### src/rtl/wdt_pkg.sv
package wdt_pkg;

  localparam int WR_W      = 5;
  localparam int MASK_ARM  = 0;
  localparam int MASK_PEND = 1;
  localparam int NUM_SEL   = 4;

  typedef logic [1:0] per_t;
  typedef logic [1:0] rc_t;

  typedef struct packed {
    rc_t  rc;
    logic ie;
    per_t per;
  } ctl_t;

endpackage

### src/rtl/wdt_ctrl_regs.sv
module wdt_ctrl_regs
  import wdt_pkg::*;
(
  input  logic clk_i,
  input  logic rst_ni,
  input  logic wr_ctl_i,
  input  ctl_t data_i,
  output per_t per_o,
  output logic ie_o,
  output rc_t  rc_o,
  output logic per_chg_o
);

  ctl_t ctl_q, ctl_d;
  logic chg_q, chg_d;

  always_comb begin
    ctl_d = ctl_q;
    chg_d = 1'b0;
    if (wr_ctl_i) begin
      ctl_d.per = data_i.per;
      ctl_d.ie  = data_i.ie;
      if (ctl_q.rc == 2'b00) begin
        ctl_d.rc = data_i.rc;
      end
      chg_d = (data_i.per != ctl_q.per);
    end
  end

  always_ff @(posedge clk_i or negedge rst_ni) begin
    if (!rst_ni) begin
      ctl_q <= '0;
    end else if (wr_ctl_i) begin
      ctl_q <= ctl_d;
    end
  end

  always_ff @(posedge clk_i or negedge rst_ni) begin
    if (!rst_ni) begin
      chg_q <= 1'b0;
    end else begin
      chg_q <= chg_d;
    end
  end

  assign per_o     = ctl_q.per;
  assign ie_o      = ctl_q.ie;
  assign rc_o      = ctl_q.rc;
  assign per_chg_o = chg_q;

  AST_RC_STICKY: assert property (@(posedge clk_i) disable iff (!rst_ni)
    (ctl_q.rc != 2'b00) |=> (ctl_q.rc == $past(ctl_q.rc)));

endmodule

### src/rtl/wdt_edge_sel.sv
module wdt_edge_sel
  import wdt_pkg::*;
#(
  parameter int TB_W     = 64,
  parameter int BASE_EXP = 17,
  parameter int STEP     = 4
) (
  input  logic            clk_i,
  input  logic            rst_ni,
  input  logic [TB_W-1:0] tbase_i,
  input  per_t            per_i,
  input  logic            per_chg_i,
  output logic            tmo_o
);

  localparam int BIT0 = BASE_EXP - 1;

  logic [NUM_SEL-1:0] cand;
  logic cur_bit;
  logic prev_q, prev_d;
  logic tb_unused;

  for (genvar g = 0; g < NUM_SEL; g++) begin : g_cand
    assign cand[g] = tbase_i[BIT0 + STEP * g];
  end

  assign tb_unused = ^tbase_i;

  always_comb begin
    cur_bit = cand[per_i];
    prev_d  = cur_bit;
  end

  always_ff @(posedge clk_i or negedge rst_ni) begin
    if (!rst_ni) begin
      prev_q <= 1'b0;
    end else begin
      prev_q <= prev_d;
    end
  end

  assign tmo_o = cur_bit & ~prev_q & ~per_chg_i;

  AST_EDGE_SINGLE: assert property (@(posedge clk_i) disable iff (!rst_ni)
    tmo_o |=> !tmo_o);

endmodule

### src/rtl/wdt_escalate.sv
module wdt_escalate
  import wdt_pkg::*;
(
  input  logic       clk_i,
  input  logic       rst_ni,
  input  logic       tmo_i,
  input  logic       clr_wr_i,
  input  logic [1:0] clr_mask_i,
  input  logic       ie_i,
  input  logic       crit_i,
  input  rc_t        rc_i,
  output logic       irq_o,
  output logic       rst_req_o,
  output rc_t        rst_code_o
);

  logic arm_q, arm_d;
  logic pend_q, pend_d;
  logic fire;
  logic req_q;
  rc_t  code_q, code_d;
  logic flag_en;

  always_comb begin
    arm_d  = arm_q;
    pend_d = pend_q;
    fire   = 1'b0;
    if (clr_wr_i) begin
      arm_d  = arm_q  & ~clr_mask_i[MASK_ARM];
      pend_d = pend_q & ~clr_mask_i[MASK_PEND];
    end
    if (tmo_i) begin
      if (!arm_q) begin
        arm_d = 1'b1;
      end else if (!pend_q) begin
        pend_d = 1'b1;
      end else begin
        fire = (rc_i != 2'b00);
      end
    end
    code_d  = fire ? rc_i : 2'b00;
    flag_en = clr_wr_i | tmo_i;
  end

  always_ff @(posedge clk_i or negedge rst_ni) begin
    if (!rst_ni) begin
      arm_q  <= 1'b0;
      pend_q <= 1'b0;
    end else if (flag_en) begin
      arm_q  <= arm_d;
      pend_q <= pend_d;
    end
  end

  always_ff @(posedge clk_i or negedge rst_ni) begin
    if (!rst_ni) begin
      req_q  <= 1'b0;
      code_q <= 2'b00;
    end else begin
      req_q  <= fire;
      code_q <= code_d;
    end
  end

  assign irq_o      = pend_q & ie_i & crit_i;
  assign rst_req_o  = req_q;
  assign rst_code_o = code_q;

  AST_ARM_SRC: assert property (@(posedge clk_i) disable iff (!rst_ni)
    $rose(arm_q) |-> $past(tmo_i));

  AST_PEND_SRC: assert property (@(posedge clk_i) disable iff (!rst_ni)
    $rose(pend_q) |-> $past(tmo_i && arm_q));

  AST_RST_PULSE: assert property (@(posedge clk_i) disable iff (!rst_ni)
    rst_req_o |=> !rst_req_o);

  AST_RST_CODE: assert property (@(posedge clk_i) disable iff (!rst_ni)
    rst_req_o |-> (rst_code_o != 2'b00));

endmodule

### src/rtl/wdt_two_stage.sv
module wdt_two_stage
  import wdt_pkg::*;
#(
  parameter int TB_W     = 64,
  parameter int BASE_EXP = 17,
  parameter int STEP     = 4
) (
  input  logic            clk_i,
  input  logic            rst_ni,
  input  logic [TB_W-1:0] tbase_i,
  input  logic            crit_en_i,
  input  logic            wr_en_i,
  input  logic            wr_sel_i,
  input  logic [WR_W-1:0] wr_data_i,
  output logic            irq_o,
  output logic            rst_req_o,
  output logic [1:0]      rst_code_o
);

  logic [1:0] rst_sync_q;
  logic       rst_n_int;
  logic       wr_ctl, wr_clr;
  per_t       per;
  logic       ie;
  rc_t        rc;
  logic       per_chg;
  logic       tmo;

  always_ff @(posedge clk_i or negedge rst_ni) begin
    if (!rst_ni) begin
      rst_sync_q <= 2'b00;
    end else begin
      rst_sync_q <= {rst_sync_q[0], 1'b1};
    end
  end

  assign rst_n_int = rst_sync_q[1];
  assign wr_ctl    = wr_en_i & ~wr_sel_i;
  assign wr_clr    = wr_en_i &  wr_sel_i;

  wdt_ctrl_regs u_ctrl (
    .clk_i     (clk_i),
    .rst_ni    (rst_n_int),
    .wr_ctl_i  (wr_ctl),
    .data_i    (ctl_t'(wr_data_i)),
    .per_o     (per),
    .ie_o      (ie),
    .rc_o      (rc),
    .per_chg_o (per_chg)
  );

  wdt_edge_sel #(
    .TB_W     (TB_W),
    .BASE_EXP (BASE_EXP),
    .STEP     (STEP)
  ) u_edge (
    .clk_i     (clk_i),
    .rst_ni    (rst_n_int),
    .tbase_i   (tbase_i),
    .per_i     (per),
    .per_chg_i (per_chg),
    .tmo_o     (tmo)
  );

  wdt_escalate u_esc (
    .clk_i      (clk_i),
    .rst_ni     (rst_n_int),
    .tmo_i      (tmo),
    .clr_wr_i   (wr_clr),
    .clr_mask_i (wr_data_i[1:0]),
    .ie_i       (ie),
    .crit_i     (crit_en_i),
    .rc_i       (rc),
    .irq_o      (irq_o),
    .rst_req_o  (rst_req_o),
    .rst_code_o (rst_code_o)
  );

  AST_IRQ_GATE: assert property (@(posedge clk_i) disable iff (!rst_n_int)
    irq_o |-> crit_en_i);

endmodule

### config.mk
export PLATFORM = sky130hd
export DESIGN_NAME = wdt_two_stage
export DESIGN_NICKNAME = d
export VERILOG_FILES = /design/src/rtl/wdt_pkg.sv /design/src/rtl/wdt_ctrl_regs.sv /design/src/rtl/wdt_edge_sel.sv /design/src/rtl/wdt_escalate.sv /design/src/rtl/wdt_two_stage.sv
export SDC_FILE = /design/constraint.sdc
export NUM_CORES = 1
export LEC_CHECK = 0
export CORE_ASPECT_RATIO = 2
export CORE_MARGIN = 5
export CORE_UTILIZATION = 22
export CTS_BUF_LIST = sky130_fd_sc_hd__clkbuf_8
export CTS_CLUSTER_DIAMETER = 120
export DETAILED_ROUTE_END_ITERATION = 16
export GPL_TIMING_DRIVEN = 0
export HOLD_SLACK_MARGIN = 0.05
export PLACE_DENSITY = 0.86
export SLEW_MARGIN = 10
export SYNTH_ARGS = -nofsm -noshare
export SYNTH_HDL_FRONTEND = slang
export SYNTH_SLANG_ARGS = --single-unit
export TNS_END_PERCENT = 20
### constraint.sdc
create_clock -name clk_i -period 0.8 [get_ports clk_i]
set_clock_uncertainty 0.15 [all_clocks]
set_input_delay 0.08 -clock clk_i [delete_from_list [all_inputs] [get_ports clk_i]]
set_output_delay 0.08 -clock clk_i [all_outputs]
set_load 0.005 [all_outputs]
==> flow_metrics.py <==
metrics = {
    "status": {
        "status": "finished with violations",
        "violations": "hold timing, setup timing",
    },
    "power": {
        "p_sw_uw": 533,
        "p_clk_frac": 0.280,
        "intPower_uw": 1470,
        "power_frac_comb": 0.260,
        "switching_share": 0.266,
        "p_per_area_mw_per_mm2": 2310,
        "peakVddDrop_uv": 940,
        "power_uw": 2010,
        "seq_power_share": 0.460,
        "cellLeakagePower_uw": 0.000390,
    },
    "clock_network": {
        "htreeDepth": 1,
        "clk_path_buf_depth": 2,
        "clock_sinks": 14,
        "clk_pin_slew_worst_paths_ns": 0.05,
        "clock_latency_ns": 0.25,
        "root_buffer": "clkbuf_8",
        "cts_tree": "done",
        "cts_buffers": 3,
    },
    "global_routing": {
        "grt_pass1_wl_um": 1870,
        "grtUsageTotal": 0.0728,
        "overflow": 0,
        "grt_start_max_net_pins": 13,
        "grt_pass1_vias": 434,
        "antenna_found_initial": 0,
    },
    "floorplanning": {
        "pin_count": 78,
        "rows": 26,
        "initial_utilization": 0.225,
        "fp.dieW_um": 46.1,
        "die_h_um": 82.1,
        "die_area_mm2": 0.00378,
        "core-area_mm2": 0.00254,
    },
    "routing": {
        "antenna_left": 0,
        "vias": 422,
        "wirelength_um": 1190,
        "viasPerCell": 4.44,
        "routedWlPerCell_um": 12.5,
        "drc_errors": 0,
        "drt_iter0_drc": 2,
        "dr.pass1.iters": 2,
    },
    "sta": {
        "finalHoldViolations": 2,
        "drv_slew": 0,
        "timing.final.crit_share": 1.69,
        "setup_viol": 16,
        "whs_ns": -0.155,
        "fmax_mhz": 742,
        "fin_ws_ns": -0.548,
        "fin_tns_setup_ns": -4.66,
        "fin_crit_ns": 1.35,
        "rsz0062_at_grt": "yes",
    },
    "setup_path": {
        "required_ns": 0.78,
        "reg2reg_to": "u_esc.arm_q",
        "end_kind": "register",
        "r2r_setup_slack_ns": -0.55,
        "rr_startpoint": "u_ctrl.per_o[1]",
        "cp_max_fo": 5,
        "path_class": "register to register",
        "critPathLaunchType": "register",
        "rr_worst_depth": 3,
        "arrival_ns": 1.32,
    },
    "final_layout": {
        "multi_input_area_um2": 264,
        "final_common_cell": "dfrtp_1",
        "final_cell_mix": "13 x dfrtp_1, 11 x clkdlybuf4s50_1, 5 x clkbuf_2",
        "layout.nets": 143,
        "fillers": 280,
        "drive_above_1_share": 0.418,
        "final_area_um2": 867,
        "n_antenna_cell": 0,
        "syn2layout_area_growth_pct": 51.6,
        "seq_area_um2": 352,
    },
    "synthesis": {
        "synth_nets": 118,
        "seq_area_frac_synth": 0.613,
        "ys_warn_count": 0,
        "ys_ff_latch": 14,
        "syn_area_um2": 572,
        "avgSynthCellArea_um2": 13.0,
        "synthCells": 44,
        "ys_types": 20,
    },
    "placement": {
        "dpl-instance-area_um2": 791,
        "post-place-ws_ns": -0.872,
        "dp_hpwl_um": 856,
        "portBuffers": 17,
        "gp_congestion": 0.626,
    },
    "run": {
        "drv_cap": 0,
    },
    "hold_path": {
        "worstHoldPathType": "primary input to asynchronous set/reset pin",
    },
}
[per-layer routing]
layer | routed length [um] | GRT usage
met1 | 409 | 0.0705
met2 | 630 | 0.117
met3 | 107 | 0.0195
met4 | 42 | 0.0684
met5 | 0 | 0
[flip-flops by register name (all words and copies together) (netlist names)]
register,count
u_ctrl.per_chg_o,1
u_ctrl.ie_o,1
u_esc.pend_q,1
u_esc.rst_req_o,1
u_esc.arm_q,1
u_ctrl.rc_o,2
u_edge.prev_q,1
u_ctrl.per_o,2
u_esc.rst_code_o,2
rst_sync_q,2
[cell type report]
class,instances,share of cell area
repair buffers,20,0.193
well taps,28,0.0404
flip-flops and latches,14,0.405
inverters,2,0.00866
multi-input cells,28,0.304
clock buffers,3,0.0476
[power groups by stage]
| stage | logic (uW) | registers (uW) | clock network (uW) |
|---|---|---|---|
| 2_1_floorplan | 273 | 923 | 0 |
| 3_3_place_gp | 404 | 936 | 0 |
| 3_5_place_dp | 424 | 947 | 0 |
| 4_1_cts | 528 | 923 | 585 |
| 5_1_grt | 569 | 941 | 622 |
| 6_report | 521 | 923 | 562 |
[cell families after synthesis]
logic type                share of synthesized area
AOI/OAI and AO/OA                             0.109
muxes                                         0.114
DFF                                           0.613
other                                       0.00656
and+or+nand+nor                               0.114
xor gates and xnor gates                     0.0306
buffers and inverters                        0.0131
[cells in the mapped netlist (all sizes together)]
cell	count	area, um^2
xnor2	2	17.5
o21ai	1	5.00
nand2b	1	6.26
nor2b	1	6.26
nor2	1	3.75
a21boi	1	7.51
and3	2	12.5
a21oi	1	5.00
a2bb2oi	1	15.0
nand2	2	7.51
dfrtp	14	350
a31o	2	17.5
nor3	3	15.0
inv	2	7.51
mux2i	2	20.0
nand3	1	5.00
mux2	4	45.0
conb	1	3.75
or3b	1	8.76
a211oi	1	12.5
[through the flow]
stage,std cells,utilization
3_3_place_gp,89,0.312
4_1_cts,95,0.348
5_1_grt,95,0.342
6_report,95,0.342
2_1_floorplan,44,-
3_5_place_dp,89,0.312
[how the worst max path moves through the flow]
stage | end | startpoint | depth (start not counted) | slack, ns
3_5_place_dp | u_ctrl.ie_o | wr_en_i | 3 | -0.87
6_report | u_esc.arm_q | u_ctrl.per_o[1] | 3 | -0.55
2_1_floorplan | u_esc.rst_req_o | u_ctrl.per_o[0] | 3 | -0.52
5_1_grt | u_esc.pend_q | u_ctrl.per_o[1] | 3 | -0.60
4_1_cts | u_esc.arm_q | u_ctrl.per_o[1] | 3 | -0.56
3_3_place_gp | u_ctrl.ie_o | wr_en_i | 3 | -0.84
[critical path, cell delays in order (launching register included)]
cell and delay (ns):
dfrtp_2 0.44, mux2_4 0.33, a2bb2oi_4 0.21, mux2i_1 0.10
[repair_timing]
item | CTS | global route
endpoints found under the hold margin | 2 | 2
resized for setup | 20 | 9
buffers inserted | 3 | 0
pin swaps | 1 | 1
setup endpoints to repair | 16 | 16
Power figures use the tool's default switching activity.
